==> src/rtl/wh_pkg.sv <==
package wh_pkg;

    typedef enum logic [2:0] {
        ST_IDLE,
        ST_SCAN_PRI,
        ST_SCAN_SEC,
        ST_FILL,
        ST_FAULT
    } wh_state_e;

endpackage

==> src/rtl/wh_hash.sv <==
module wh_hash #(
    parameter int VPN_W = 16,
    localparam int HW   = VPN_W / 2
) (
    input  logic [VPN_W-1:0] vpn,
    input  logic             use_sec,
    output logic [HW-1:0]    group
);
    logic [HW-1:0] prim;

    always_comb begin
        prim  = vpn[VPN_W-1:HW] ^ vpn[HW-1:0];
        group = use_sec ? ~prim : prim;
    end
endmodule

==> src/rtl/wh_entry_match.sv <==
module wh_entry_match #(
    parameter int VPN_W = 16,
    parameter int PFN_W = 12,
    localparam int EW   = 2 + VPN_W + PFN_W
) (
    input  logic [EW-1:0]    word,
    input  logic [VPN_W-1:0] vpn,
    input  logic             want_sec,
    output logic             hit,
    output logic [PFN_W-1:0] pfn
);
    logic             e_valid;
    logic             e_hsel;
    logic [VPN_W-1:0] e_tag;

    always_comb begin
        e_valid = word[EW-1];
        e_hsel  = word[EW-2];
        e_tag   = word[EW-3 -: VPN_W];
        pfn     = word[PFN_W-1:0];
        hit     = e_valid && (e_hsel == want_sec) && (e_tag == vpn);
    end
endmodule

==> src/rtl/wh_seq.sv <==
module wh_seq #(
    parameter int IDX_W = 3
) (
    input  logic             clk,
    input  logic             rst_n,
    input  logic             clr,
    input  logic             run,
    output logic             rd_en,
    output logic [IDX_W-1:0] rd_idx,
    output logic             cmp_v,
    output logic             last
);
    logic [IDX_W:0]   cnt_q;
    logic [IDX_W-1:0] cmp_idx_q;

    always_comb begin
        rd_en  = run && !cnt_q[IDX_W];
        rd_idx = cnt_q[IDX_W-1:0];
        last   = cmp_v && (&cmp_idx_q);
    end

    always_ff @(posedge clk) begin
        if (!rst_n) begin
            cnt_q     <= '0;
            cmp_v     <= 1'b0;
            cmp_idx_q <= '0;
        end else if (clr) begin
            cnt_q <= '0;
            cmp_v <= 1'b0;
        end else begin
            cmp_v <= rd_en;
            if (rd_en) begin
                cnt_q     <= cnt_q + 1'b1;
                cmp_idx_q <= rd_idx;
            end
        end
    end
endmodule

==> src/rtl/hpt_group_walker.sv <==
module hpt_group_walker #(
    parameter int VPN_W = 16,
    parameter int PFN_W = 12,
    parameter int IDX_W = 3,
    localparam int HW   = VPN_W / 2,
    localparam int AW   = HW + IDX_W,
    localparam int EW   = 2 + VPN_W + PFN_W
) (
    input  logic             clk,
    input  logic             rst_n,
    input  logic             req_valid,
    output logic             req_ready,
    input  logic [VPN_W-1:0] req_vpn,
    output logic             mem_rd_en,
    output logic [AW-1:0]    mem_rd_addr,
    input  logic [EW-1:0]    mem_rd_data,
    output logic             fill_valid,
    output logic [VPN_W-1:0] fill_vpn,
    output logic [PFN_W-1:0] fill_pfn,
    output logic             fault_valid,
    output logic [VPN_W-1:0] fault_vpn
);
    import wh_pkg::*;

    wh_state_e state_q, state_d;

    logic [VPN_W-1:0] vpn_q;
    logic             found_q;
    logic [PFN_W-1:0] found_pfn_q;
    logic [PFN_W-1:0] pfn_q;

    logic             accept, in_sec, scanning, clr;
    logic             seq_rd_en, seq_cmp_v, seq_last;
    logic [IDX_W-1:0] seq_rd_idx;
    logic [HW-1:0]    group;
    logic             m_hit, cand, hit_now;
    logic [PFN_W-1:0] m_pfn;

    always_comb begin
        accept   = req_valid && (state_q == ST_IDLE);
        in_sec   = (state_q == ST_SCAN_SEC);
        scanning = (state_q == ST_SCAN_PRI) || in_sec;
        cand     = seq_cmp_v && m_hit;
        hit_now  = found_q || cand;
        clr      = accept || ((state_q == ST_SCAN_PRI) && seq_last && !hit_now);
    end

    wh_hash #(.VPN_W(VPN_W)) u_hash (
        .vpn     (vpn_q),
        .use_sec (in_sec),
        .group   (group)
    );

    wh_entry_match #(.VPN_W(VPN_W), .PFN_W(PFN_W)) u_match (
        .word     (mem_rd_data),
        .vpn      (vpn_q),
        .want_sec (in_sec),
        .hit      (m_hit),
        .pfn      (m_pfn)
    );

    wh_seq #(.IDX_W(IDX_W)) u_seq (
        .clk    (clk),
        .rst_n  (rst_n),
        .clr    (clr),
        .run    (scanning),
        .rd_en  (seq_rd_en),
        .rd_idx (seq_rd_idx),
        .cmp_v  (seq_cmp_v),
        .last   (seq_last)
    );

    // next-state logic
    always_comb begin
        state_d = state_q;
        unique case (state_q)
            ST_IDLE:     if (accept) state_d = ST_SCAN_PRI;
            ST_SCAN_PRI: if (seq_last) state_d = hit_now ? ST_FILL : ST_SCAN_SEC;
            ST_SCAN_SEC: if (seq_last) state_d = hit_now ? ST_FILL : ST_FAULT;
            ST_FILL:     state_d = ST_IDLE;
            ST_FAULT:    state_d = ST_IDLE;
            default:     state_d = ST_IDLE;
        endcase
    end

    // state register
    always_ff @(posedge clk) begin
        if (!rst_n) state_q <= ST_IDLE;
        else        state_q <= state_d;
    end

    // walk datapath
    always_ff @(posedge clk) begin
        if (!rst_n) begin
            vpn_q       <= '0;
            found_q     <= 1'b0;
            found_pfn_q <= '0;
            pfn_q       <= '0;
        end else begin
            if (accept) vpn_q <= req_vpn;
            if (clr) begin
                found_q <= 1'b0;
            end else if (cand && !found_q) begin
                found_q     <= 1'b1;
                found_pfn_q <= m_pfn;
            end
            if (scanning && seq_last && hit_now)
                pfn_q <= found_q ? found_pfn_q : m_pfn;
        end
    end

    // outputs
    always_comb begin
        req_ready   = (state_q == ST_IDLE);
        mem_rd_en   = seq_rd_en;
        mem_rd_addr = {group, seq_rd_idx};
        fill_valid  = (state_q == ST_FILL);
        fill_vpn    = vpn_q;
        fill_pfn    = pfn_q;
        fault_valid = (state_q == ST_FAULT);
        fault_vpn   = vpn_q;
    end
endmodule

==> config.mk <==
export PLATFORM = sky130hd
export DESIGN_NAME = hpt_group_walker
export DESIGN_NICKNAME = d
export VERILOG_FILES = /design/src/rtl/wh_pkg.sv /design/src/rtl/wh_hash.sv /design/src/rtl/wh_entry_match.sv /design/src/rtl/wh_seq.sv /design/src/rtl/hpt_group_walker.sv
export SDC_FILE = /design/constraint.sdc
export NUM_CORES = 1
export LEC_CHECK = 0
export BUFFER_PORTS_ARGS = -buffer_cell sky130_fd_sc_hd__buf_2
export CORE_ASPECT_RATIO = 1.2
export CORE_UTILIZATION = 45
export CTS_CLUSTER_DIAMETER = 80
export DETAILED_ROUTE_END_ITERATION = 10
export PLACE_DENSITY = 0.74
export SLEW_MARGIN = 20
export SYNTH_ARGS = -nofsm -noshare
export SYNTH_HDL_FRONTEND = slang
export SYNTH_HIERARCHICAL = 1
export SYNTH_SLANG_ARGS = --single-unit
==> constraint.sdc <==
create_clock -name clk -period 7.85 [get_ports clk]
set_clock_uncertainty 0.05 [all_clocks]
set_input_delay 1.57 -clock clk [delete_from_list [all_inputs] [get_ports clk]]
set_output_delay 1.57 -clock clk [all_outputs]
set_load 0.01 [all_outputs]
# Yosys cells after proc, flatten, opt, wreduce, memory -nomap -nowiden
# Index checks and enable logic that the tools add are counted.
[op_classes]
reduce_logical = 23
n_addsub = 1
bitwise = 4
n_eq_ne = 9
mux = 8
[ops]
columns = ["cell", "count"]
rows = [
  ["equality test 16 bit", 1],
  ["two-way mux 12 bit", 1],
  ["two-way mux 3 bit", 4],
  ["logical AND 1 bit", 11],
  ["case mux 3 bit (3 select lines)", 1],
  ["two-way mux 8 bit", 1],
  ["inverter 8 bit", 1],
  ["bitwise XOR 8 bit", 1],
  ["equality test 3 x 2 -> 1 bit, second input constant", 2],
  ["AND reduction 3 bit", 2],
  ["adder 4 x 1 -> 4 bit, second input constant", 1],
  ["!= test 2 bit, second input constant", 2],
  ["AND reduction 2 bit", 2],
  ["equality test 3 x 1 -> 1 bit, second input constant", 1],
  ["equality test 3 bit, second input constant", 1],
  ["logical NOT 1 bit", 3],
  ["logical NOT 3 bit", 1],
  ["logical OR 1 bit", 3],
  ["!= test 2 x 1 -> 1 bit, second input constant", 1],
  ["inverter 1 bit", 2],
  ["OR reduction 2 bit", 1],
  ["equality test 1 bit", 1],
  ["two-way mux 1 bit", 1],
]
[word_totals]
word_cells = 53
ff_bits = 52
input_bits = 49
out_inout_bits = 59

# Longest topological paths before layout
[logic_depth]
ltp_word = 11
ltp_mapped = 11
mapped_depth_nobuf = 10

# Hierarchy
# The synthesis kept the hierarchy.
[by_module_without_submodules]
columns = ["module", "cells_per_inst", "n_inst", "area_per_inst_um2"]
rows = [
  ["hpt_group_walker", 241, 1, 2089.5],
  ["wh_seq", 35, 1, 350.3],
  ["wh_entry_match", 35, 1, 281.5],
  ["wh_hash", 9, 1, 201.4],
]

# Worst setup path before layout
# No wires, ideal clock.
[synth_path]
kind = "input port to flip-flop"
startpoint = "input port mem_rd_data[16]"
endpoint = "register pfn_q[10] (netlist: fill_pfn[10])"
cell_stages = 9
path_buffers = 2
t_arrival_ns = 3.221
setup_slack_ns = 4.460
cell_sequence = "xor2_1 -> nor4_1 -> nand3_1 -> nor4_2 -> a21oi_1 -> or4_1 -> clkbuf_1 -> buf_6 -> mux2i_1"
[synth_via]
elab_chain_len = 5
[synth_lines]
columns = ["element", "line_no", "text"]
rows = [
  ["start, declared", "hpt_group_walker.sv:16", "input logic [EW-1:0] mem_rd_data,"],
  ["equality test 16 bit", "wh_entry_match.sv:21", "hit = e_valid && (e_hsel == want_sec) && (e_tag == vpn);"],
  ["logical AND 1 bit", "wh_entry_match.sv:21", ""],
  ["via m_hit", "hpt_group_walker.sv:36", "logic m_hit, cand, hit_now;"],
  ["logical AND 1 bit", "hpt_group_walker.sv:43", "cand = seq_cmp_v && m_hit;"],
  ["logical OR 1 bit", "hpt_group_walker.sv:44", "hit_now = found_q || cand;"],
  ["logical AND 1 bit", "hpt_group_walker.sv:107", "if (scanning && seq_last && hit_now)"],
  ["end signal, assigned", "hpt_group_walker.sv:108", "pfn_q <= found_q ? found_pfn_q : m_pfn;"],
  ["end, declared", "hpt_group_walker.sv:30", "logic [PFN_W-1:0] pfn_q;"],
]
# The timed path passes the listed nets, and every way through them passes these cells.
# A chain may end at the register's enable or synchronous reset.

# Worst setup path in the final report
[layout_path]
startpoint = "input port mem_rd_data[16]"
endpoint = "register pfn_q[8] (netlist: fill_pfn[8])"
# Same word-level chain as after synthesis.

==> out/metrics.cfg <==
[outcome]
outcome = finished clean

[yosys]
syn_area_per_cell_um2 = 9.13
ys_seq_area_share_pct = 35.6
syn_inst = 320
yosys.area_share.simple_pct = 19.2
netlist_area_mm2 = 0.00292
synth_fa_ha_area_share_pct = 0.428
synth-compound-area-share_pct = 11.5
synth-seq-cells = 52
synthDistinctLibCells = 42
synthArstFlopShare_pct = 0
synth_top_family_by_area = simple AND/OR/NAND/NOR gates
synthMuxAreaShare_pct = 9.08
synth_xor_area_share_pct = 12.5
yosys_warnings = 6
synthFlopType = dfxtp_1
syn_nets = 370
synth-edff-count = 0

[timing]
fin_tns_setup_ns = 0
hold-worst-slack_ns = 0.412
finalHoldViolCount = 0
worstMarginPinSlew_ns = 0.933
max_slew_margin_pct = 37.8
slew_violations = 0
rsz0062_at_grt = false
period_minus_slack_ns = 3.62
max_freq_ghz = 0.276
fin_crit_sh_pct = 46.1
finalSetupViolations = 0

[setup_path]
slowest_stage = or4_1
cp-start-kind = input port
path_max_fanout = 12
arrival_ns = 3.74
cp.depth = 8
worstSetupPathType = in -> reg
r2r_slack_ns = 4.78
r2r.worst_path.cells = 8
end_kind = register
critPathMaxStageDelay_ns = 0.78
cp_top_family = simple AND/OR/NAND/NOR gates
critPathBufInv = 1
crit_chain = buf_2, xor2_1, nor4_1, nand3_1, nor4_2, a21oi_1, or4_1, mux2i_1
worstPathRequired_ns = 7.97

[floorplan]
die_area_mm2 = 0.00682
core_mm2 = 0.00617
rows = 31
dieWidth_um = 75.6
dieHeight_um = 90.3
io_pins = 108
start_util_pct = 47.4

[place]
hpwl_mm = 4.52
io_buffers = 107
gp_congestion = 0.787

[detailed_routing]
wl_per_cell_um = 13.9
dr_total_vias = 2370
wirelength_mm = 6.50
remaining_drc_errors = 0
drtPass1Iterations = 6
vias_per_cell = 5.06
antenna_left = 0
drt_iter0_drc = 64

[grt]
top_usage_layer = met2
grt_max_degree = 62
antenna_found_initial = 1
grt_pass1_vias = 2211
overflow = 0
gr-usage-met2_pct = 34.4
met3_usage_pct = 4.80
grt_use_total_pct = 19.1
grt_pass1_wl_mm = 10.1
use_met1_pct = 21.8

[finish]
layout_commonest_cell = buf_2
multiInputGateArea_mm2 = 0.00154
layout.nets = 434
fillers = 599
drive_above_1_share_pct = 34.8
final-seq-area_mm2 = 0.00104
syn_to_final_growth_pct = 14.0
final_cell_mix = 107 x buf_2, 61 x nand2_1, 52 x dfxtp_1

[run]
max_cap_viol_count = 0

[power]
power.density_mw_per_mm2 = 157
max-vdd-ir-drop_uv = 104
p_leak_nw = 1.54
switchingPower_w = 0.000144
p_total_w = 0.000523
seqPwrFrac_pct = 53.9
power.internal_w = 0.000379
clkPwrFrac_pct = 29.0
p_sw_share_pct = 27.6
combPwrFrac_pct = 17.1

[clock_network]
post-cts-setup-buffers = 0
cts_sinks = 52
cts_buffers = 5
cts_htree_levels = 2
cts_hold_buffers = 0
clkTransAtPathRegs_ns = 0.10
cts-resized-gates = 0
clkLatencyLatePin_ns = 0.31
root_buffer = clkbuf_8
cts_tree = done
cts_max_path_buffers = 2

[min_path]
hold_depth = 2
hold_class = reg -> reg

-- cell families after synthesis --
kind of cell	count (synthesis)
AND/OR/NAND/NOR	109
buffers and inverters	54
flip-flops	52
AO/OA/AOI/OAI	51
XOR/XNOR	28
multiplexers	25
adder cells (fa/ha/maj)	1
-- registers in the layout, summed over array words and instances (netlist names) --
name             flops
found_pfn_q         12
u_seq/cmp_v          1
state_q              3
fill_pfn            12
u_seq/cmp_idx_q      3
found_q              1
fault_vpn           16
u_seq/cnt_q          4
-- synth_stat cells, types with 2 or more instances --
cell type | count | area share, %
mux2i_1 | 13 | 4.5
nand3_1 | 17 | 2.9
a21oi_1 | 2 | 0.34
nor3b_1 | 4 | 1.0
mux2_2 | 12 | 4.6
dfxtp_1 | 52 | 36
nor2_1 | 5 | 0.64
xor3_1 | 8 | 6.5
o21ai_0 | 17 | 2.9
nand2_1 | 61 | 7.8
nand3b_1 | 2 | 0.51
xor2_1 | 5 | 1.5
buf_6 | 2 | 0.77
nand4_1 | 3 | 0.64
nand2b_1 | 2 | 0.43
nor2b_1 | 2 | 0.43
buf_2 | 6 | 1.0
clkbuf_1 | 13 | 1.7
xnor2_1 | 15 | 4.5
buf_4 | 31 | 8.0
a21boi_0 | 27 | 6.9
-- path summary, 6_finish.rpt --
check / endpoint / start
setup / recovery: fill_pfn[8]$_SDFFE_PN0P_ / mem_rd_data[16]
hold / removal: u_seq/cmp_idx_q[2]$_SDFFE_PN0P_ / u_seq/cmp_idx_q[2]$_SDFFE_PN0P_
setup reg to reg: fill_pfn[8]$_SDFFE_PN0P_ / state_q[1]$_SDFFE_PN0P_
hold reg to reg: u_seq/cmp_idx_q[2]$_SDFFE_PN0P_ / u_seq/cmp_idx_q[2]$_SDFFE_PN0P_
-- worst register-to-register path, stage by stage, from the launching register on --
cell and delay, ns:
dfxtp_1 0.58, nor3b_1 0.25, buf_4 0.21, xnor2_1 0.14
nand4_1 0.13, nor4_2 0.43, a21oi_1 0.14, or4_1 0.78
mux2i_1 0.23
-- power groups by stage --
stage,logic (W),clock network [W],registers (W)
3_3_place_gp,0.0000884,0,0.000288
6_report,0.0000894,0.000151,0.000282
5_1_grt,0.000100,0.000170,0.000283
4_1_cts,0.0000897,0.000156,0.000282
3_5_place_dp,0.0000892,0,0.000288
2_1_floorplan,0.0000640,0,0.000287
-- routing by layer --
layer | routed length [µm] | part of all wire [%]
met1 | 2820 | 43
met2 | 3180 | 49
met3 | 457 | 7.0
met4 | 45 | 0.69
met5 | 0 | 0
-- per-stage QoR --
step	setup WS (ns)	util, %	cells	area (µm²)
2_1_floorplan	4.46	-	320	2920
3_3_place_gp	3.99	52.6	459	3240
3_5_place_dp	3.89	52.6	459	3240
4_1_cts	4.23	54.0	467	3330
5_1_grt	4.07	54.0	467	3330
6_report	4.23	54.0	468	3330
-- area by class of cell --
cell class	instances	area share (%)
Clock buffer	6	2.18
Sequential cell	52	31.2
Tap cell	82	3.08
Multi-Input combinational cell	214	46.2
Timing Repair Buffer	109	16.5
Clock inverter	2	0.488
Antenna cell	1	0.0751
Inverter	2	0.225
Note: power is estimated with default switching activity, not from simulation.
